### src/rtl/epc_pkg.sv
package epc_pkg;

  parameter int unsigned EPC_DEF_NUM_EP = 3;
  parameter int unsigned EPC_DEF_TX_LSB = 16;
  parameter int unsigned EPC_DEF_RX_LSB = 0;

  typedef enum logic [1:0] {
    SEL_PRIME  = 2'd0,
    SEL_FLUSH  = 2'd1,
    SEL_STATUS = 2'd2,
    SEL_NONE   = 2'd3
  } epc_sel_e;

  // Register bit position of channel c (transmit channels first).
  function automatic int unsigned chan_bit(int unsigned c, int unsigned n_ep,
                                           int unsigned tx_lsb, int unsigned rx_lsb);
    return (c < n_ep) ? (tx_lsb + c) : (rx_lsb + c - n_ep);
  endfunction

endpackage

### src/rtl/epc_regs.sv
module epc_regs
  import epc_pkg::*;
#(
  parameter int unsigned NUM_EP    = EPC_DEF_NUM_EP,
  parameter int unsigned ADDR_W    = 8,
  parameter int unsigned DATA_W    = 32,
  parameter int unsigned TX_LSB    = EPC_DEF_TX_LSB,
  parameter int unsigned RX_LSB    = EPC_DEF_RX_LSB,
  parameter int unsigned OFF_PRIME = 0,
  parameter int unsigned OFF_FLUSH = 4,
  parameter int unsigned OFF_STAT  = 8,
  localparam int unsigned NCH      = 2 * NUM_EP
) (
  input  logic              clk,
  input  logic              rst_n,
  input  logic              bus_reset,
  input  logic              wr_en,
  input  logic [ADDR_W-1:0] wr_addr,
  input  logic [DATA_W-1:0] wr_data,
  input  logic              rd_en,
  input  logic [ADDR_W-1:0] rd_addr,
  output logic [DATA_W-1:0] rd_data,
  input  logic [NCH-1:0]    prime_take,
  input  logic [NCH-1:0]    flush_done,
  input  logic [NCH-1:0]    status,
  output logic [NCH-1:0]    prime_pend,
  output logic [NCH-1:0]    flush_pend
);

  epc_sel_e          wr_sel, rd_sel;
  logic [NCH-1:0]    wr_bits;
  logic [DATA_W-1:0] prime_word, flush_word, stat_word, rd_next;

  function automatic epc_sel_e decode(logic [ADDR_W-1:0] a);
    if (a == ADDR_W'(OFF_PRIME))      return SEL_PRIME;
    else if (a == ADDR_W'(OFF_FLUSH)) return SEL_FLUSH;
    else if (a == ADDR_W'(OFF_STAT))  return SEL_STAT_fix();
    else                              return SEL_NONE;
  endfunction

  function automatic epc_sel_e SEL_STAT_fix();
    return SEL_STATUS;
  endfunction

  assign wr_sel = wr_en ? decode(wr_addr) : SEL_NONE;
  assign rd_sel = decode(rd_addr);

  // Map register bits to channels and back.
  always_comb begin
    wr_bits    = '0;
    prime_word = '0;
    flush_word = '0;
    stat_word  = '0;
    for (int unsigned c = 0; c < NCH; c++) begin
      wr_bits[c]                                    = wr_data[chan_bit(c, NUM_EP, TX_LSB, RX_LSB)];
      prime_word[chan_bit(c, NUM_EP, TX_LSB, RX_LSB)] = prime_pend[c];
      flush_word[chan_bit(c, NUM_EP, TX_LSB, RX_LSB)] = flush_pend[c];
      stat_word[chan_bit(c, NUM_EP, TX_LSB, RX_LSB)]  = status[c];
    end
  end

  always_comb begin
    unique case (rd_sel)
      SEL_PRIME:  rd_next = prime_word;
      SEL_FLUSH:  rd_next = flush_word;
      SEL_STATUS: rd_next = stat_word;
      default:    rd_next = '0;
    endcase
  end

  always_ff @(posedge clk or negedge rst_n) begin
    if (!rst_n) begin
      prime_pend <= '0;
      flush_pend <= '0;
      rd_data    <= '0;
    end else begin
      if (rd_en) rd_data <= rd_next;
      if (bus_reset) begin
        prime_pend <= '0;
        flush_pend <= '0;
      end else begin
        prime_pend <= (prime_pend & ~prime_take & ~flush_done)
                    | ((wr_sel == SEL_PRIME) ? wr_bits : '0);
        flush_pend <= (flush_pend & ~flush_done)
                    | ((wr_sel == SEL_FLUSH) ? wr_bits : '0);
      end
    end
  end

  // Flush completion must also remove a pending prime of that channel.
  generate
    for (genvar g = 0; g < NCH; g++) begin : g_chk
      a_r6_prime_dropped: assert property (@(posedge clk) disable iff (!rst_n)
        (flush_done[g] && !(wr_sel == SEL_PRIME && wr_bits[g])) |=> !prime_pend[g])
        else $error("R6 pending prime survived flush on channel %0d", g);
    end
  endgenerate

endmodule

### src/rtl/epc_prime_arb.sv
module epc_prime_arb #(
  parameter int unsigned NUM_EP = 3,
  localparam int unsigned NCH   = 2 * NUM_EP,
  localparam int unsigned CW    = (NCH > 1) ? $clog2(NCH) : 1
) (
  input  logic           clk,
  input  logic           rst_n,
  input  logic           bus_reset,
  input  logic [NCH-1:0] cand,
  input  logic           prime_ready,
  output logic           prime_valid,
  output logic [CW-1:0]  prime_chan,
  output logic [NCH-1:0] take,
  output logic [NCH-1:0] hs_oh
);

  logic [CW-1:0]  pick;
  logic [NCH-1:0] pick_oh;
  logic           can_load, any;

  // Lowest set candidate wins.
  always_comb begin
    pick    = '0;
    pick_oh = '0;
    for (int i = NCH - 1; i >= 0; i--) begin
      if (cand[i]) begin
        pick    = CW'(i);
        pick_oh = NCH'(1) << i;
      end
    end
  end

  assign any      = |cand;
  assign can_load = (!prime_valid || prime_ready) && !bus_reset;
  assign take     = (can_load && any) ? pick_oh : '0;
  assign hs_oh    = (prime_valid && prime_ready) ? (NCH'(1) << prime_chan) : '0;

  always_ff @(posedge clk or negedge rst_n) begin
    if (!rst_n) begin
      prime_valid <= 1'b0;
      prime_chan  <= '0;
    end else if (bus_reset) begin
      prime_valid <= 1'b0;
    end else if (can_load) begin
      prime_valid <= any;
      if (any) prime_chan <= pick;
    end
  end

  a_r4_req_hold: assert property (@(posedge clk) disable iff (!rst_n)
    (prime_valid && !prime_ready && !bus_reset) |=> (prime_valid && $stable(prime_chan)))
    else $error("R4 request changed while stalled");

  a_r3_take_onehot: assert property (@(posedge clk) disable iff (!rst_n)
    $onehot0(take))
    else $error("R3 more than one prime served in a cycle");

endmodule

### src/rtl/epc_ready_track.sv
module epc_ready_track #(
  parameter int unsigned NUM_EP = 3,
  localparam int unsigned NCH   = 2 * NUM_EP
) (
  input  logic           clk,
  input  logic           rst_n,
  input  logic           bus_reset,
  input  logic [NCH-1:0] xfer_busy,
  input  logic [NCH-1:0] buf_consumed,
  input  logic [NCH-1:0] desc_retire,
  input  logic [NCH-1:0] hs_oh,
  input  logic [NCH-1:0] flush_pend,
  output logic [NCH-1:0] flush_done,
  output logic [NCH-1:0] ready
);

  logic [NCH-1:0] reprime;

  assign flush_done = flush_pend & ~xfer_busy;

  generate
    for (genvar c = 0; c < NCH; c++) begin : g_ch
      always_ff @(posedge clk or negedge rst_n) begin
        if (!rst_n) begin
          ready[c]   <= 1'b0;
          reprime[c] <= 1'b0;
        end else if (bus_reset || flush_done[c]) begin
          ready[c]   <= 1'b0;
          reprime[c] <= 1'b0;
        end else if (buf_consumed[c]) begin
          ready[c]   <= 1'b0;
          reprime[c] <= 1'b0;
        end else if (desc_retire[c]) begin
          ready[c]   <= 1'b0;
          reprime[c] <= 1'b1;
        end else if (reprime[c] || hs_oh[c]) begin
          ready[c]   <= 1'b1;
          reprime[c] <= 1'b0;
        end
      end

      a_r2_ready_after_ack: assert property (@(posedge clk) disable iff (!rst_n)
        $rose(ready[c]) |-> $past(hs_oh[c] || reprime[c]))
        else $error("R2 ready rose without acceptance on channel %0d", c);

      a_r5_flush_waits: assert property (@(posedge clk) disable iff (!rst_n)
        (flush_pend[c] && xfer_busy[c] && ready[c] && !bus_reset
         && !buf_consumed[c] && !desc_retire[c]) |=> ready[c])
        else $error("R5 ready lost while flush waited on channel %0d", c);

      a_r6_flush_clears: assert property (@(posedge clk) disable iff (!rst_n)
        (flush_pend[c] && !xfer_busy[c]) |=> !ready[c])
        else $error("R6 flush completion left ready set on channel %0d", c);

      a_r7_flush_wins: assert property (@(posedge clk) disable iff (!rst_n)
        (hs_oh[c] && flush_done[c]) |=> !ready[c])
        else $error("R7 prime beat flush on channel %0d", c);

      a_r9_retire_drop: assert property (@(posedge clk) disable iff (!rst_n)
        desc_retire[c] |=> !ready[c])
        else $error("R9 retire did not drop ready on channel %0d", c);
    end
  endgenerate

endmodule

### src/rtl/epc_top.sv
module epc_top
  import epc_pkg::*;
#(
  parameter int unsigned NUM_EP = EPC_DEF_NUM_EP,
  parameter int unsigned ADDR_W = 8,
  parameter int unsigned DATA_W = 32,
  parameter int unsigned TX_LSB = EPC_DEF_TX_LSB,
  parameter int unsigned RX_LSB = EPC_DEF_RX_LSB,
  localparam int unsigned NCH   = 2 * NUM_EP,
  localparam int unsigned CW    = (NCH > 1) ? $clog2(NCH) : 1
) (
  input  logic              clk,
  input  logic              rst_n,
  input  logic              bus_reset,
  input  logic              wr_en,
  input  logic [ADDR_W-1:0] wr_addr,
  input  logic [DATA_W-1:0] wr_data,
  input  logic              rd_en,
  input  logic [ADDR_W-1:0] rd_addr,
  output logic [DATA_W-1:0] rd_data,
  output logic              prime_valid,
  output logic [CW-1:0]     prime_chan,
  input  logic              prime_ready,
  input  logic [NCH-1:0]    xfer_busy,
  input  logic [NCH-1:0]    buf_consumed,
  input  logic [NCH-1:0]    desc_retire
);

  logic [NCH-1:0] prime_pend, flush_pend, flush_done, ready, take, hs_oh;

  epc_regs #(
    .NUM_EP(NUM_EP), .ADDR_W(ADDR_W), .DATA_W(DATA_W),
    .TX_LSB(TX_LSB), .RX_LSB(RX_LSB)
  ) u_regs (
    .clk        (clk),
    .rst_n      (rst_n),
    .bus_reset  (bus_reset),
    .wr_en      (wr_en),
    .wr_addr    (wr_addr),
    .wr_data    (wr_data),
    .rd_en      (rd_en),
    .rd_addr    (rd_addr),
    .rd_data    (rd_data),
    .prime_take (take),
    .flush_done (flush_done),
    .status     (ready),
    .prime_pend (prime_pend),
    .flush_pend (flush_pend)
  );

  epc_prime_arb #(.NUM_EP(NUM_EP)) u_arb (
    .clk         (clk),
    .rst_n       (rst_n),
    .bus_reset   (bus_reset),
    .cand        (prime_pend & ~flush_pend),
    .prime_ready (prime_ready),
    .prime_valid (prime_valid),
    .prime_chan  (prime_chan),
    .take        (take),
    .hs_oh       (hs_oh)
  );

  epc_ready_track #(.NUM_EP(NUM_EP)) u_track (
    .clk          (clk),
    .rst_n        (rst_n),
    .bus_reset    (bus_reset),
    .xfer_busy    (xfer_busy),
    .buf_consumed (buf_consumed),
    .desc_retire  (desc_retire),
    .hs_oh        (hs_oh),
    .flush_pend   (flush_pend),
    .flush_done   (flush_done),
    .ready        (ready)
  );

  a_r10_bus_reset: assert property (@(posedge clk) disable iff (!rst_n)
    bus_reset |=> (ready == '0 && prime_pend == '0 && flush_pend == '0 && !prime_valid))
    else $error("R10 state survived bus reset");

endmodule

### config.mk
export PLATFORM = sky130hd
export DESIGN_NAME = epc_top
export DESIGN_NICKNAME = d
export VERILOG_FILES = /design/src/rtl/epc_pkg.sv /design/src/rtl/epc_regs.sv /design/src/rtl/epc_prime_arb.sv /design/src/rtl/epc_ready_track.sv /design/src/rtl/epc_top.sv
export SDC_FILE = /design/constraint.sdc
export NUM_CORES = 1
export LEC_CHECK = 0
export BUFFER_PORTS_ARGS = -buffer_cell sky130_fd_sc_hd__buf_4
export CAP_MARGIN = 20
export CORE_UTILIZATION = 25
export DETAILED_ROUTE_END_ITERATION = 7
export PLACE_DENSITY = 0.46
export SLEW_MARGIN = 20
export SYNTH_ARGS = -nofsm -noshare
export SYNTH_HDL_FRONTEND = slang
export SYNTH_HIERARCHICAL = 1
export SYNTH_SLANG_ARGS = --single-unit
### constraint.sdc
create_clock -name clk -period 2.7 [get_ports clk]
set_input_delay 0.54 -clock clk [delete_from_list [all_inputs] [get_ports clk]]
set_output_delay 0.54 -clock clk [all_outputs]
set_load 0.01 [all_outputs]
==> flow_summary.ini <==
[worst_setup_path]
worstPathCellList = buf_4 -> or4_1 -> nor4_4 -> a22o_1
cp-start-kind = input pin
cp_data_required_time_ns = 2.92
endpoint_kind = flip-flop
crit_type = in2reg
path_delay_family = simple AND/OR/NAND/NOR gates
reg2reg_depth = 6
worstPathArrival_ns = 1.95
cpPeakStageDelay_ns = 0.63
path_max_fanout = 6
critical_path_depth = 4
crit_buf_inv = 1
slowest_stage = or4_1

[drt]
ant_nets = 0
first_pass_iters = 4
drcViolationCount = 0
drt_iter0_drc = 28
drt-total-wl_mm = 4.94
avgRoutedWirePerCell_um = 13.9
vias = 1585
vias_per_cell = 4.45

[grt]
grt_pass1_wl_mm = 7.87
grt_max_degree = 35
grt_pass1_vias = 1538
overflow = 0
antenna_found_initial = 0
grtUsageTotal_pct = 12.1

[sta]
max_clock_freq_ghz = 0.577
tightest_slew_ns = 0.540
clock_skew_ns = 0.00420
hold_viol_final = 0
relSlewSlack_pct = 63.8
setup_viol = 0
period_needed_ns = 1.73
fin_crit_sh_pct = 64.2
finalMaxSlewViolations = 0
rsz0062_at_grt = false
hold_slack_ns = 0.201
tns_ns = 0

[clock_network]
clk_latency_ns = 0.28
cts_tree = built
holdBufCountCts = 0
cts_sinks = 34
clock_path_buffers = 2
cts_resized = 0
root_buffer = clkbuf_8
clkSlewWorstSetupHoldPaths_ns = 0.07
htree_levels = 2
numCtsBuffers = 5
postCtsSetupBuffers = 0

[cells_and_area]
nets = 325
multiInputGateArea_um2 = 1020
diodes = 0
seqCellArea_um2 = 851
fillers = 830
drive_gt1_share_pct = 34.3
syn_to_final_growth_pct = 25.1
final_util_pct = 32.8

[synthesis]
yosysSeqAreaShare_pct = 41.4
synth.avg_cell_area_um2 = 10.5
synth_warnings = 6
synth_seq_cells = 34
netlist_instances = 195
syn-cell-area_um2 = 2060
synthDistinctLibCells = 35

[power]
p_leak_nw = 1.17
power.density_nw_per_um2 = 414
ir_drop_v = 0.000160

[floorplanning]
initial_core_util_pct = 26.2
coreArea_um2 = 7850
ios = 108
dieArea_um2 = 8590
die_h_um = 92.7
die_x_um = 92.7
rows = 32

[placement]
routabilityCongestion = 0.769
place_hpwl_mm = 3.71
numPortBuffers = 55

[run_status]
status = finished, final reports clean

[min_path]
hold_class = in2async

[flow_run]
maxCapViolations = 0
cell usage after synthesis, drive strengths merged:
master / n / area share, %
a32o: 6 / 2.9
a22o: 6 / 2.6
nand2b: 2 / 0.61
o22ai: 6 / 1.8
nand3: 4 / 0.97
or4b: 1 / 0.67
dfrtp: 34 / 41
clkbuf: 2 / 0.37
and3b: 2 / 0.85
or4: 1 / 0.37
nand2: 2 / 0.37
a31oi: 1 / 0.30
o32a: 1 / 0.55
nor3: 12 / 2.9
buf: 27 / 9.9
nor4: 8 / 5.8
a221o: 1 / 0.55
or2: 4 / 1.2
nor2b: 14 / 7.2
mux2i: 7 / 3.4
o2111ai: 1 / 0.43
conb: 1 / 0.18
nor4b: 3 / 1.3
o21ai: 1 / 0.24
nor2: 15 / 2.7
inv: 18 / 3.3
a2bb2oi: 6 / 2.6
and3: 3 / 1.0
a211oi: 1 / 0.61
nor3b: 4 / 2.4
and4b: 1 / 0.49
metal layers:
layer	track usage, %	wire, µm	up-vias
li1	-	-	760
met3	2.87	250	4
met4	3.08	42	0
met5	0	0	-
met1	16.5	2360	760
met2	19.1	2290	61
path summary, 6_finish.rpt:
| kind | startpoint | end | slack (ns) |
|---|---|---|---|
| hold reg to reg | u_regs/rd_data[0] | u_regs/rd_data[0] | 0.53 |
| max in group asynchronous | rst_n | u_regs/rd_data[18] | 2.16 |
| min in group clk | desc_retire[3] | u_track/ready[3] | 0.41 |
| setup / recovery | wr_addr[5] | u_regs/flush_pend[3] | 0.97 |
| setup reg to reg | u_regs/prime_pend[0] | u_regs/prime_pend[5] | 1.09 |
| hold / removal | rst_n | u_regs/rd_data[16] | 0.20 |
power by group:
part	total [W]	internal [W]	leakage (nW)	switching, W
clock	0.000384	0.000206	0.0482	0.000179
sequential	0.000531	0.000520	0.464	0.0000106
combinational	0.000149	0.0000697	0.654	0.0000790
layout make-up:
cell class / count / share of cell area (%)
sequential: 34 / 33.1
inverter: 18 / 2.63
clock inverter: 1 / 0.195
tap: 102 / 4.96
timing repair buffer: 55 / 16.1
multi-input combinational: 139 / 39.7
clock buffer: 7 / 3.36
per-stage QoR:
| stage | setup WS (ns) | cells | total power, W | instance area [µm²] |
|---|---|---|---|---|
| finish | 0.967 | 356 | 0.00106 | 2570 |
| global route | 0.885 | 356 | 0.00113 | 2570 |
| CTS | 0.938 | 356 | 0.00109 | 2570 |
| detailed placement | 0.640 | 348 | 0.000693 | 2480 |
| global placement | 0.646 | 348 | 0.000692 | 2480 |
| floorplan | 1.03 | 220 | 0.000629 | 2150 |
state kept, by name, summed over array words and instances (netlist names):
register,count
u_regs/prime_pend,6
u_arb/prime_chan,3
u_regs/rd_data,6
u_arb/prime_valid,1
u_regs/flush_pend,6
u_track/ready,6
u_track/reprime,6
placed cells by master, fill, tap and decap left out, drive strengths merged, types with 2 or more instances in the layout:
master and count:
buf 55, dfrtp 34, conb 26, inv 18, nor2 15, nor2b 14, nor3 12, nor4 8
mux2i 7, clkbuf 7, a32o 6, a22o 6, a2bb2oi 6, o22ai 6, nand3 4, or2 4
nor3b 4, nor4b 3, and3 3, nand2 2, nand2b 2, and3b 2
cells by family (layout without fill, tap and decap cells):
| logic type | count (synthesis) | after routing | share of synthesized area (%) |
|---|---|---|---|
| AOI/OAI and AO/OA | 30 | 30 | 12.5 |
| buffers and inverters | 47 | 81 | 13.5 |
| DFF | 34 | 34 | 41.4 |
| muxes | 7 | 7 | 3.41 |
| other | 1 | 26 | 0.182 |
| and+or+nand+nor | 76 | 76 | 29.0 |
Power figures use the tool's default switching activity.
